$ cat src/rtl/pec_pkg.sv
package pec_pkg;

  typedef enum logic [1:0] {
    ISM_ALL   = 2'd0,
    ISM_SET_A = 2'd1,
    ISM_SET_B = 2'd2,
    ISM_OFF   = 2'd3
  } ism_mode_e;

  // Instruction-set filter: may this cycle count under the selected mode?
  function automatic logic isa_allowed(ism_mode_e mode, logic isa_b);
    case (mode)
      ISM_ALL:   isa_allowed = 1'b1;
      ISM_SET_A: isa_allowed = ~isa_b;
      ISM_SET_B: isa_allowed = isa_b;
      default:   isa_allowed = 1'b0;
    endcase
  endfunction

  // Privilege filter: bit k of the mask enables level k.
  function automatic logic priv_allowed(logic [3:0] mask, logic [1:0] lvl);
    priv_allowed = mask[lvl];
  endfunction

endpackage

$ cat src/rtl/pec_cfg_reg.sv
module pec_cfg_reg
  import pec_pkg::*;
#(
  parameter int THR_W = 3,
  localparam int MODE_LSB = THR_W,
  localparam int MASK_LSB = THR_W + 2,
  localparam int CFG_W    = THR_W + 6
) (
  input  logic             clk,
  input  logic             rst_n,
  input  logic             wr_cfg,
  input  logic [CFG_W-1:0] wr_word,
  output logic [THR_W-1:0] thr,
  output ism_mode_e        mode,
  output logic [3:0]       priv_mask
);

  logic [CFG_W-1:0] cfg_q;

  always_ff @(posedge clk) begin
    if (!rst_n)      cfg_q <= '0;
    else if (wr_cfg) cfg_q <= wr_word;
  end

  assign thr       = cfg_q[THR_W-1:0];
  assign mode      = ism_mode_e'(cfg_q[MODE_LSB +: 2]);
  assign priv_mask = cfg_q[MASK_LSB +: 4];

  // a written word is visible on the next cycle
  p_cfg_load_r9: assert property (@(posedge clk) disable iff (!rst_n)
    wr_cfg |=> (thr == $past(wr_word[THR_W-1:0])) && (priv_mask == $past(wr_word[MASK_LSB +: 4])));

endmodule

$ cat src/rtl/pec_qualify.sv
module pec_qualify
  import pec_pkg::*;
#(
  parameter int OCC_W = 3
) (
  input  logic             clk,
  input  logic             rst_n,
  input  logic [OCC_W-1:0] occ,
  input  logic [OCC_W-1:0] thr,
  input  ism_mode_e        mode,
  input  logic [3:0]       priv_mask,
  input  logic             isa_b,
  input  logic [1:0]       priv_lvl,
  output logic             qualified,
  output logic             over_thr,
  output logic [OCC_W-1:0] inc
);

  // Threshold 0 passes the raw count; n > 0 gives a single step when occ > n.
  function automatic logic [OCC_W-1:0] thresholded(logic [OCC_W-1:0] o, logic [OCC_W-1:0] t);
    if (t == '0) thresholded = o;
    else         thresholded = (o > t) ? OCC_W'(1) : '0;
  endfunction

  assign qualified = isa_allowed(mode, isa_b) && priv_allowed(priv_mask, priv_lvl);
  assign over_thr  = (occ > thr);
  assign inc       = qualified ? thresholded(occ, thr) : '0;

  p_thr_unit_r3: assert property (@(posedge clk) disable iff (!rst_n)
    (thr != '0) |-> (inc <= OCC_W'(1)));
  p_thr_below_r3: assert property (@(posedge clk) disable iff (!rst_n)
    ((thr != '0) && !over_thr) |-> (inc == '0));
  p_isa_gate_r4: assert property (@(posedge clk) disable iff (!rst_n)
    (((mode == ISM_SET_A) && isa_b) || ((mode == ISM_SET_B) && !isa_b)) |-> (inc == '0));
  p_reserved_off_r5: assert property (@(posedge clk) disable iff (!rst_n)
    (mode == ISM_OFF) |-> (inc == '0));
  p_priv_gate_r6: assert property (@(posedge clk) disable iff (!rst_n)
    !priv_mask[priv_lvl] |-> (inc == '0));

endmodule

$ cat src/rtl/pec_accum.sv
module pec_accum #(
  parameter int CNT_W = 64,
  parameter int INC_W = 3
) (
  input  logic             clk,
  input  logic             rst_n,
  input  logic             load,
  input  logic [CNT_W-1:0] load_val,
  input  logic [INC_W-1:0] inc,
  output logic [CNT_W-1:0] cnt,
  output logic             ovf
);

  logic [CNT_W:0] sum;
  logic           carry;

  assign sum   = {1'b0, cnt} + {{(CNT_W + 1 - INC_W){1'b0}}, inc};
  assign carry = sum[CNT_W];

  always_ff @(posedge clk) begin
    if (!rst_n) begin
      cnt <= '0;
      ovf <= 1'b0;
    end else if (load) begin
      cnt <= load_val;
      ovf <= 1'b0;
    end else begin
      cnt <= sum[CNT_W-1:0];
      ovf <= carry;
    end
  end

  p_load_wins_r8: assert property (@(posedge clk) disable iff (!rst_n)
    load |=> (cnt == $past(load_val)) && !ovf);
  p_wrap_r7: assert property (@(posedge clk) disable iff (!rst_n)
    ovf |-> (cnt < $past(cnt)));
  p_ovf_single_r7: assert property (@(posedge clk) disable iff (!rst_n)
    ovf |=> !ovf);
  p_hold_r10: assert property (@(posedge clk) disable iff (!rst_n)
    (!load && (inc == '0)) |=> $stable(cnt) && !ovf);

endmodule

$ cat src/rtl/perf_event_counter.sv
module perf_event_counter
  import pec_pkg::*;
#(
  parameter int MAX_OCC = 6,
  parameter int CNT_W   = 64,
  localparam int OCC_W  = $clog2(MAX_OCC + 1),
  localparam int CFG_W  = OCC_W + 6
) (
  input  logic             clk,
  input  logic             rst_n,
  input  logic [OCC_W-1:0] occ_cnt,
  input  logic             isa_b,
  input  logic [1:0]       priv_lvl,
  input  logic             wr_en,
  input  logic             wr_sel,
  input  logic [CNT_W-1:0] wr_data,
  output logic [CNT_W-1:0] count_out,
  output logic             ovf_pulse
);

  logic             wr_cfg, wr_ctr;
  logic [OCC_W-1:0] thr;
  ism_mode_e        mode;
  logic [3:0]       priv_mask;
  logic             qualified, over_thr;
  logic [OCC_W-1:0] inc;

  assign wr_cfg = wr_en && !wr_sel;
  assign wr_ctr = wr_en && wr_sel;

  pec_cfg_reg #(.THR_W(OCC_W)) u_cfg (
    .clk(clk), .rst_n(rst_n), .wr_cfg(wr_cfg), .wr_word(wr_data[CFG_W-1:0]),
    .thr(thr), .mode(mode), .priv_mask(priv_mask)
  );

  pec_qualify #(.OCC_W(OCC_W)) u_qual (
    .clk(clk), .rst_n(rst_n), .occ(occ_cnt), .thr(thr), .mode(mode),
    .priv_mask(priv_mask), .isa_b(isa_b), .priv_lvl(priv_lvl),
    .qualified(qualified), .over_thr(over_thr), .inc(inc)
  );

  pec_accum #(.CNT_W(CNT_W), .INC_W(OCC_W)) u_acc (
    .clk(clk), .rst_n(rst_n), .load(wr_ctr), .load_val(wr_data), .inc(inc),
    .cnt(count_out), .ovf(ovf_pulse)
  );

  // with threshold 0 a qualified cycle adds the raw occurrence count
  p_full_accum_r2: assert property (@(posedge clk) disable iff (!rst_n)
    (!wr_en && qualified && (thr == '0) && (occ_cnt <= OCC_W'(MAX_OCC)))
      |=> (count_out == $past(count_out) + CNT_W'($past(occ_cnt))));

  // reset state
  p_reset_r1: assert property (@(posedge clk)
    !rst_n |=> (count_out == '0) && !ovf_pulse);

endmodule

$ cat config.mk
export PLATFORM = sky130hd
export DESIGN_NAME = perf_event_counter
export DESIGN_NICKNAME = d
export VERILOG_FILES = /design/src/rtl/pec_pkg.sv /design/src/rtl/pec_cfg_reg.sv /design/src/rtl/pec_qualify.sv /design/src/rtl/pec_accum.sv /design/src/rtl/perf_event_counter.sv
export SDC_FILE = /design/constraint.sdc
export NUM_CORES = 1
export LEC_CHECK = 0
export BUFFER_PORTS_ARGS = -buffer_cell sky130_fd_sc_hd__buf_2
export CAP_MARGIN = 40
export CELL_PAD_IN_SITES_DETAIL_PLACEMENT = 0
export CELL_PAD_IN_SITES_GLOBAL_PLACEMENT = 1
export CORE_ASPECT_RATIO = 0.9
export CORE_MARGIN = 2
export CORE_UTILIZATION = 37
export DETAILED_ROUTE_END_ITERATION = 10
export MAX_ROUTING_LAYER = met4
export PLACE_DENSITY_LB_ADDON = 0.08
export SYNTH_ARGS = -nofsm -noshare
export SYNTH_HDL_FRONTEND = slang
export SYNTH_HIERARCHICAL = 1
export SYNTH_SLANG_ARGS = --single-unit
$ cat constraint.sdc
create_clock -name clk -period 3.4 [get_ports clk]
set_clock_uncertainty 0.05 [all_clocks]
set_input_delay 0.34 -clock clk [delete_from_list [all_inputs] [get_ports clk]]
set_output_delay 0.34 -clock clk [all_outputs]
set_load 0.02 [all_outputs]
Yosys cells after proc, flatten, opt, wreduce, memory -nomap -nowiden --
Index checks and enable logic that the tools add are counted.
Storage, ports and cells: register bits 74, input port bits 74, output and inout bits 65, logic and storage cells 24
Cells by class: $lt $le $gt $ge 2, reductions and logical operators 7, muxes and demuxes 7, eq/ne operators 2, add/subtract/negate cells 1, bitwise gates (word level) 2
Operators by type and width (number):
- adder 64 x 3 -> 65 bit | 1
- 2-to-1 mux 64 bit | 1
- 2-to-1 mux 3 bit | 2
- greater-than comparator 3 bit | 1
- logical AND 1 bit | 3
- logical NOT 3 bit | 1
- < comparator 2 x 3 -> 1 bit, second input constant | 1
- case mux 1 bit (3 select lines) | 1
- binary-select mux 1 bit (select 2 bit) | 1
- == test 2 x 1 -> 1 bit, second input constant | 1
- == test 2 bit, second input constant | 1
- logical NOT 2 bit | 1
- 2-to-1 mux 1 bit | 2
- NOT 1 bit | 2
- OR reduction 2 bit | 1
- logical NOT 1 bit | 1

Logic depth before layout (Yosys ltp) --
Gate-level depths: netlist of the first run.
depth after elaboration 6, mapped depth 14, gate-level depth less buffers 13

By module --
Netlist of the first run, hierarchy kept.
Modules (own cells, without submodules):
- pec_accum | area each 3881.2 um^2, cells each 491, times used 1, seq. area each 1301.2 um^2
- pec_cfg_reg | area each 337.8 um^2, cells each 28, times used 1, seq. area each 180.2 um^2
- pec_qualify | area each 147.6 um^2, cells each 18, times used 1, seq. area each 0.0 um^2
- perf_event_counter | area each 16.3 um^2, cells each 2, times used 1, seq. area each 0.0 um^2

Least setup slack after synthesis of the first run --
OpenSTA, ideal clock, no wires.
path kind register to register, start point reg u_cfg.cfg_q[2], end point reg u_acc.cnt[54], arrival time 2.944 ns, required time 3.276 ns, slack 0.332 ns, cell stages (with the launch flop) 15, buffers on the path 1, path through dfxtp_1 inv_1 ha_1 and3_1 a21oi_1 mux2i_1 nor2b_1 ha_1 fa_1 a21o_1 and3_1 clkbuf_1 nand2_1 or4_1 a31oi_1
On the way: cells in the longest elaborated chain, start to end 6
RTL lines:
- start: declaration | line pec_cfg_reg.sv:18 | logic [CFG_W-1:0] cfg_q;
- start signal: assignment | line pec_cfg_reg.sv:22 | else if (wr_cfg) cfg_q <= wr_word;
- greater-than comparator 3 bit
- 2-to-1 mux 1 bit | line pec_qualify.sv:22 | else thresholded = (o > t) ? OCC_W'(1) : '0;
- 2-to-1 mux 3 bit * | line pec_qualify.sv:21 | if (t == '0) thresholded = o;
- 2-to-1 mux 3 bit * | line pec_qualify.sv:27 | assign inc = qualified ? thresholded(occ, thr) : '0;
- via inc[0] | line perf_event_counter.sv:26 | logic [OCC_W-1:0] inc;
- adder 64 x 3 -> 65 bit * | line pec_accum.sv:17 | assign sum = {1'b0, cnt} + {{(CNT_W + 1 - INC_W){1'b0}}, inc};
- 2-to-1 mux 64 bit * | line pec_accum.sv:24 | end else if (load) begin
- end signal: assignment | line pec_accum.sv:25 | cnt <= load_val;
- end signal: assignment | line pec_accum.sv:28 | cnt <= sum[CNT_W-1:0];
- end: declaration | line pec_accum.sv:10 | output logic [CNT_W-1:0] cnt,
Mark *: on every way through the listed nets, which the timed path passes. The rest lies on a longest branch. A chain may end at the register's enable or synchronous reset.

Worst setup path after layout of the first run --
start point reg u_cfg.cfg_q[2], end point reg u_acc.cnt[40]
The elaborated chain is that of the path after synthesis.

==> results of run 1 <==
[stage by stage]
| step | instance area [µm²] | power, mW |
|---|---|---|
| after global routing | 5550 | 2.32 |
| after global placement | 5270 | 1.36 |
| after CTS | 5530 | 2.24 |
| after floorplan | 4380 | 1.22 |
| final | 5550 | 2.22 |
| after detailed placement | 5270 | 1.37 |
[worst paths after layout]
path	startpoint	end	slack (ps)	cells after the start
max	u_cfg/cfg_q[2]	u_acc/cnt[40]	220	14
min	wr_data[2]	u_acc/cnt[2]	190	2
max reg2reg	u_cfg/cfg_q[2]	u_acc/cnt[40]	220	14
min reg2reg	u_cfg/cfg_q[5]	u_cfg/cfg_q[5]	470	2
[synth_stat cells (3+ instances only)]
cell       n
a211oi_1   5
a21o_1     3
a21oi_1   20
a311oi_1   3
a31oi_1   13
a32oi_1    3
and2_1     3
and3_1    15
and4_1    15
clkbuf_1  34
dfxtp_1   74
ha_1       6
inv_1      7
mux2i_1   13
nand2_1   36
nand2b_1   6
nand3_1   25
nand4_1   29
nor2_1    18
nor2b_1   13
nor3_1    23
nor3b_1    7
nor4_1     8
nor4b_1    9
o211a_1    7
o21a_1     5
o21ai_0   60
o311a_1    4
o31ai_1    6
or3_1     11
or4_1     12
xnor2_1   10
xor2_1    15
[layout make-up]
type / count / share of cell area [%]
Timing Repair Buffer: 155 / 15.2
Clock buffer: 14 / 4.58
Tap cell: 156 / 3.52
Multi-Input combinational cell: 421 / 49.5
Inverter: 7 / 0.474
Sequential cell: 74 / 26.7
[cells by family after synthesis]
family                     synth area share, %
muxes                                     3.48
adders and majority gates                 2.17
AOI/OAI and AO/OA                         19.3
DFF                                       33.8
buffers and inverters                     3.97
xor gates and xnor gates                  5.00
and+or+nand+nor                           32.3
[registers in the layout, summed over array words and instances, names as in the netlist]
name and count:
u_acc/cnt 64, u_cfg/cfg_q 9, u_acc/ovf 1
[metal layers]
layer  vias to the layer above  GRT usage [%]  part of all wire (%)
met5                         -              -                     0
met2                       131           35.3                    45
met3                        14           5.35                   5.1
li1                       2321              -                     -
met4                         0           6.46                   1.1
met1                      2208           29.8                    49
[worst max-delay path: stages (launching register included)]
cell and delay [ps]:
dfxtp_1 340, inv_1 60, ha_1 320, and3_1 170, a21oi_1 110, mux2i_1 90, nor2b_1 150, ha_1 200
fa_1 210, a21o_1 210, nand4_1 150, or3_1 410, buf_4 200, nor4b_1 300, nor3_1 80
[power breakdown]
part / switching (mW) / total, mW / leakage (nW) / internal (mW)
logic: 0.202 / 0.354 / 1.54 / 0.153
clock network: 0.359 / 0.866 / 0.123 / 0.507
registers: 0.0737 / 0.998 / 0.609 / 0.924
total: 0.634 / 2.22 / 2.28 / 1.58
==> impl_metrics.ini, run 1 <==
[flow_run]
max-cap-violations = 0

[timing]
finalSetupViolCount = 0
tns_ps = 0
slew_headroom_pct = 51.4
fin_crit_sh_pct = 93.4
maxSlewViolCount = 0
rsz0062_at_grt = false
whs_ps = 188
fmax_ghz = 0.315
worst_pin_slew_ps = 729
fin_ws_ps = 223
finalCriticalPeriod_ps = 3180
hold_viol = 0

[routing]
first_pass_iters = 5
drcViolationCount = 0
dr_total_vias = 4674
ant_nets = 0
wl_per_cell_um = 17.0
drt_wl_total_um = 14100
avgViaCountPerCell = 5.65
drt_iter0_markers = 252

[final_layout]
layout.nets = 749
area_growth_pct = 26.5
fillers = 1195
final_cells = 827
multiInputGateArea_mm2 = 0.00275
post-route-util_pct = 48.3
layout_common_cells = buf_2, dfxtp_1, o21ai_0
final_common_cell = buf_2
antenna-diode-count = 0
final-seq-area_mm2 = 0.00148
drive_above_1_share_pct = 26.7

[placement]
place_inst = 813
place.gp.congestion = 0.809
place_hpwl_um = 10300
place_ws_ps = 87.4
portBuffers = 138

[worst_setup_path]
crit_type = register to register
worstPathArrival_ps = 3350
cp-start-kind = register
critPathCaptureType = register
crit_path_max_fanout = 6
worstPathRequired_ps = 3570

[hold_path]
hold_class = input pin to register

[clocking]
post-cts-setup-buffer-count = 0
clk_pin_slew_ps = 50
cts_resized = 0
tritoncts = built
max-clock-path-buffers = 2
cts_sinks = 74
clock_latency_ps = 340
htree_num_levels = 3
root_buffer = clkbuf_16
numCtsBuffers = 9
hold_buffers = 0

[synthesis]
ys_seq_elements = 74
synth_edf_count = 0
synthDominantCellAreaShare_pct = 33.8
syn_avg_cell_area_um2 = 8.13
yosys_warnings = 6
ys.flop_type = dfxtp_1
yosysUniqueCellTypes = 52
syn-num-nets = 620
synth_area_leader_cell = dfxtp_1
async_reset_ff_share_pct = 0
synthTopCellsByArea = dfxtp_1, o21ai_0, nand4_1, nand2_1, and4_1
synth_seq_area_share_pct = 33.8
syn_area_mm2 = 0.00438
postSynthCellCount = 539

[global_routing]
grt_util_all_layers_pct = 22.7
grt_pass1_wl_um = 22500
overflow = 0
grt_max_degree = 55
grt_pass1_vias = 4377
antenna_found_initial = 0

[power_and_ir_drop]
power.density_mw_per_mm2 = 400
p_leak_nw = 2.28
ir_drop_mv = 0.226

[die]
die_area_mm2 = 0.0127
die_w_um = 119
core-area_mm2 = 0.0115
placementRows = 37
boundaryPins = 139
start_util_pct = 38.2
die-height_um = 107

[outcome]
outcome = completed
Note: power is estimated with default switching activity, not from simulation.
==> run 2: changes to the inputs <==
--- a/config.mk
+++ b/config.mk
@@ -9,7 +9,6 @@
 export CAP_MARGIN = 40
 export CELL_PAD_IN_SITES_DETAIL_PLACEMENT = 0
 export CELL_PAD_IN_SITES_GLOBAL_PLACEMENT = 1
-export CORE_ASPECT_RATIO = 0.9
 export CORE_MARGIN = 2
 export CORE_UTILIZATION = 37
 export DETAILED_ROUTE_END_ITERATION = 10
==> run 2 against run 1 <==
Net effect: hold slack better by 17 ps; wire length fell by 0.42%; combinational power is 2% lower; non-clock buffer count shrank 2; largest power group unchanged; largest cell class unchanged.
==> impl_metrics.ini, run 2 (synthesis results as in run 1) <==
[outcome]
outcome = completed

[clocking]
cts_sinks = 74
post-cts-setup-buffer-count = 0
numCtsBuffers = 9
clock_latency_ps = 330
htree_num_levels = 3
clk_pin_slew_ps = 60
root_buffer = clkbuf_16
tritoncts = built
max-clock-path-buffers = 2

[placement]
place.gp.congestion = 0.812
placed_cell_area_mm2 = 0.00522
place_hpwl_um = 10200
place_ws_ps = 25.7
portBuffers = 138

[global_routing]
antenna_found_initial = 1
grt_util_all_layers_pct = 23.0
grt_pass1_vias = 4479
grt_pass1_wl_um = 22800
overflow = 0
grt_max_degree = 55

[die]
die-height_um = 113
start_util_pct = 38.2
core-area_mm2 = 0.0115
die_w_um = 113
die_area_mm2 = 0.0127
boundaryPins = 139
placementRows = 39

[worst_setup_path]
cp-start-kind = register
rrSetupSlack_ps = 220
crit_path_max_fanout = 9
endpoint = u_acc/cnt[31]
critical-path-max-stage-delay_ps = 570
critical_path_depth = 13
worstPathArrival_ps = 3390
rr_startpoint = u_cfg/cfg_q[2]
path_delay_family = simple AND/OR/NAND/NOR gates
critPathBufInv = 2
path_cells = inv_1 > ha_1 > and3_1 > a21oi_1 > mux2i_1 > nor2b_1 > ha_1 > a21o_1 > a21oi_1 > buf_4 > or4_1 > or4_1 > a31oi_1
worst_r2r_path_depth = 13
worstPathRequired_ps = 3610
critPathCaptureType = register
worst_path_max_delay_cell = or4_1
setup.worst_path.start = u_cfg/cfg_q[2]
crit_type = register to register
r2r-end = u_acc/cnt[31]

[routing]
drt_iter0_markers = 297
drt_wl_total_um = 14000
wl_per_cell_um = 17.3
avgViaCountPerCell = 5.69
first_pass_iters = 4
dr_total_vias = 4623
drcViolationCount = 0
ant_nets = 0

[final_layout]
drive_above_1_share_pct = 26.6
layout_common_cells = buf_2, dfxtp_1, o21ai_0
design_area_mm2 = 0.00550
largest_reg_flops = 64
final-seq-area_mm2 = 0.00148
final_common_cell = buf_2
area_growth_pct = 25.5
fillers = 1189
top_regs = u_acc/cnt x64, u_cfg/cfg_q x9, u_acc/ovf x1
multiInputGateArea_mm2 = 0.00275
layout.nets = 747
regMostFlops = u_acc/cnt

[timing]
fin_crit_sh_pct = 93.5
fin_ws_ps = 220
slew_headroom_pct = 43.8
finalSetupViolCount = 0
tns_ps = 0
hold_viol = 0
finalCriticalPeriod_ps = 3180
rsz0062_at_grt = false
worst_pin_slew_ps = 842
fmax_ghz = 0.314
maxSlewViolCount = 0

[hold_path]
hold_depth = 2
hold_class = input pin to register

[power_and_ir_drop]
power_mw = 2.22
p_leak_nw = 2.26
ir_drop_mv = 0.192
power.density_mw_per_mm2 = 404

[flow_run]
max-cap-violations = 0
==> run 2: how the worst min path moves through the flow <==
stage,from,endpoint,slack (ps)
finish,wr_data[2],u_acc/cnt[2],200
global placement,u_cfg/cfg_q[5],u_cfg/cfg_q[5],440
floorplan,rst_n,u_cfg/cfg_q[6],420
CTS,wr_data[2],u_acc/cnt[2],190
global route,wr_data[2],u_acc/cnt[2],210
detailed placement,u_cfg/cfg_q[3],u_cfg/cfg_q[3],460
==> run 2: layout make-up <==
cell class              count  area share [%]
repair buffers            153            14.6
diodes                      1          0.0455
multi-input cells         421            50.0
inverters                   7           0.478
well taps                 143            3.25
clock buffers              13            4.73
flip-flops and latches     74            26.9
==> run 2: worst register-to-register path, cell delays in order, from the launching register on <==
cell and delay [ps]:
dfxtp_1 340, inv_1 50, ha_1 320, and3_1 180, a21oi_1 120, mux2i_1 80, nor2b_1 130, ha_1 190
a21o_1 120, a21oi_1 60, buf_4 180, or4_1 570, or4_1 530, a31oi_1 170
==> run 2: layer usage <==
layer  global-route usage, %  wire length, µm  part of all wire [%]  vias to the layer above
li1                        -                -                     -                     2313
met1                    30.9             6740                    48                     2164
met2                    34.8             6360                    45                      129
met3                    3.43              663                   4.7                       17
met4                    9.35              263                   1.9                        0
met5                       -                0                     0                        -
==> run 2: stage by stage <==
step | hold WS (ps) | cells | utilization [%]
detailed placement | 456 | 798 | 45.5
CTS | 191 | 811 | 47.8
global route | 207 | 812 | 48.0
floorplan | 418 | 539 | -
global placement | 441 | 798 | 45.5
finish | 205 | 812 | 48.0
==> run 2: power breakdown <==
group | switching (mW) | leakage (nW) | internal [mW] | total, mW
clock network | 0.352 | 0.128 | 0.523 | 0.875
registers | 0.0749 | 0.609 | 0.924 | 0.999
logic | 0.199 | 1.52 | 0.149 | 0.347
==> run 2: timing repair <==
| item | in CTS | in global routing |
|---|---|---|
| endpoints found under the hold margin | 0 | 0 |
| gates resized for setup | 0 | 4 |
| hold buffers | 0 | 0 |
| endpoints found under the setup margin | 0 | 11 |
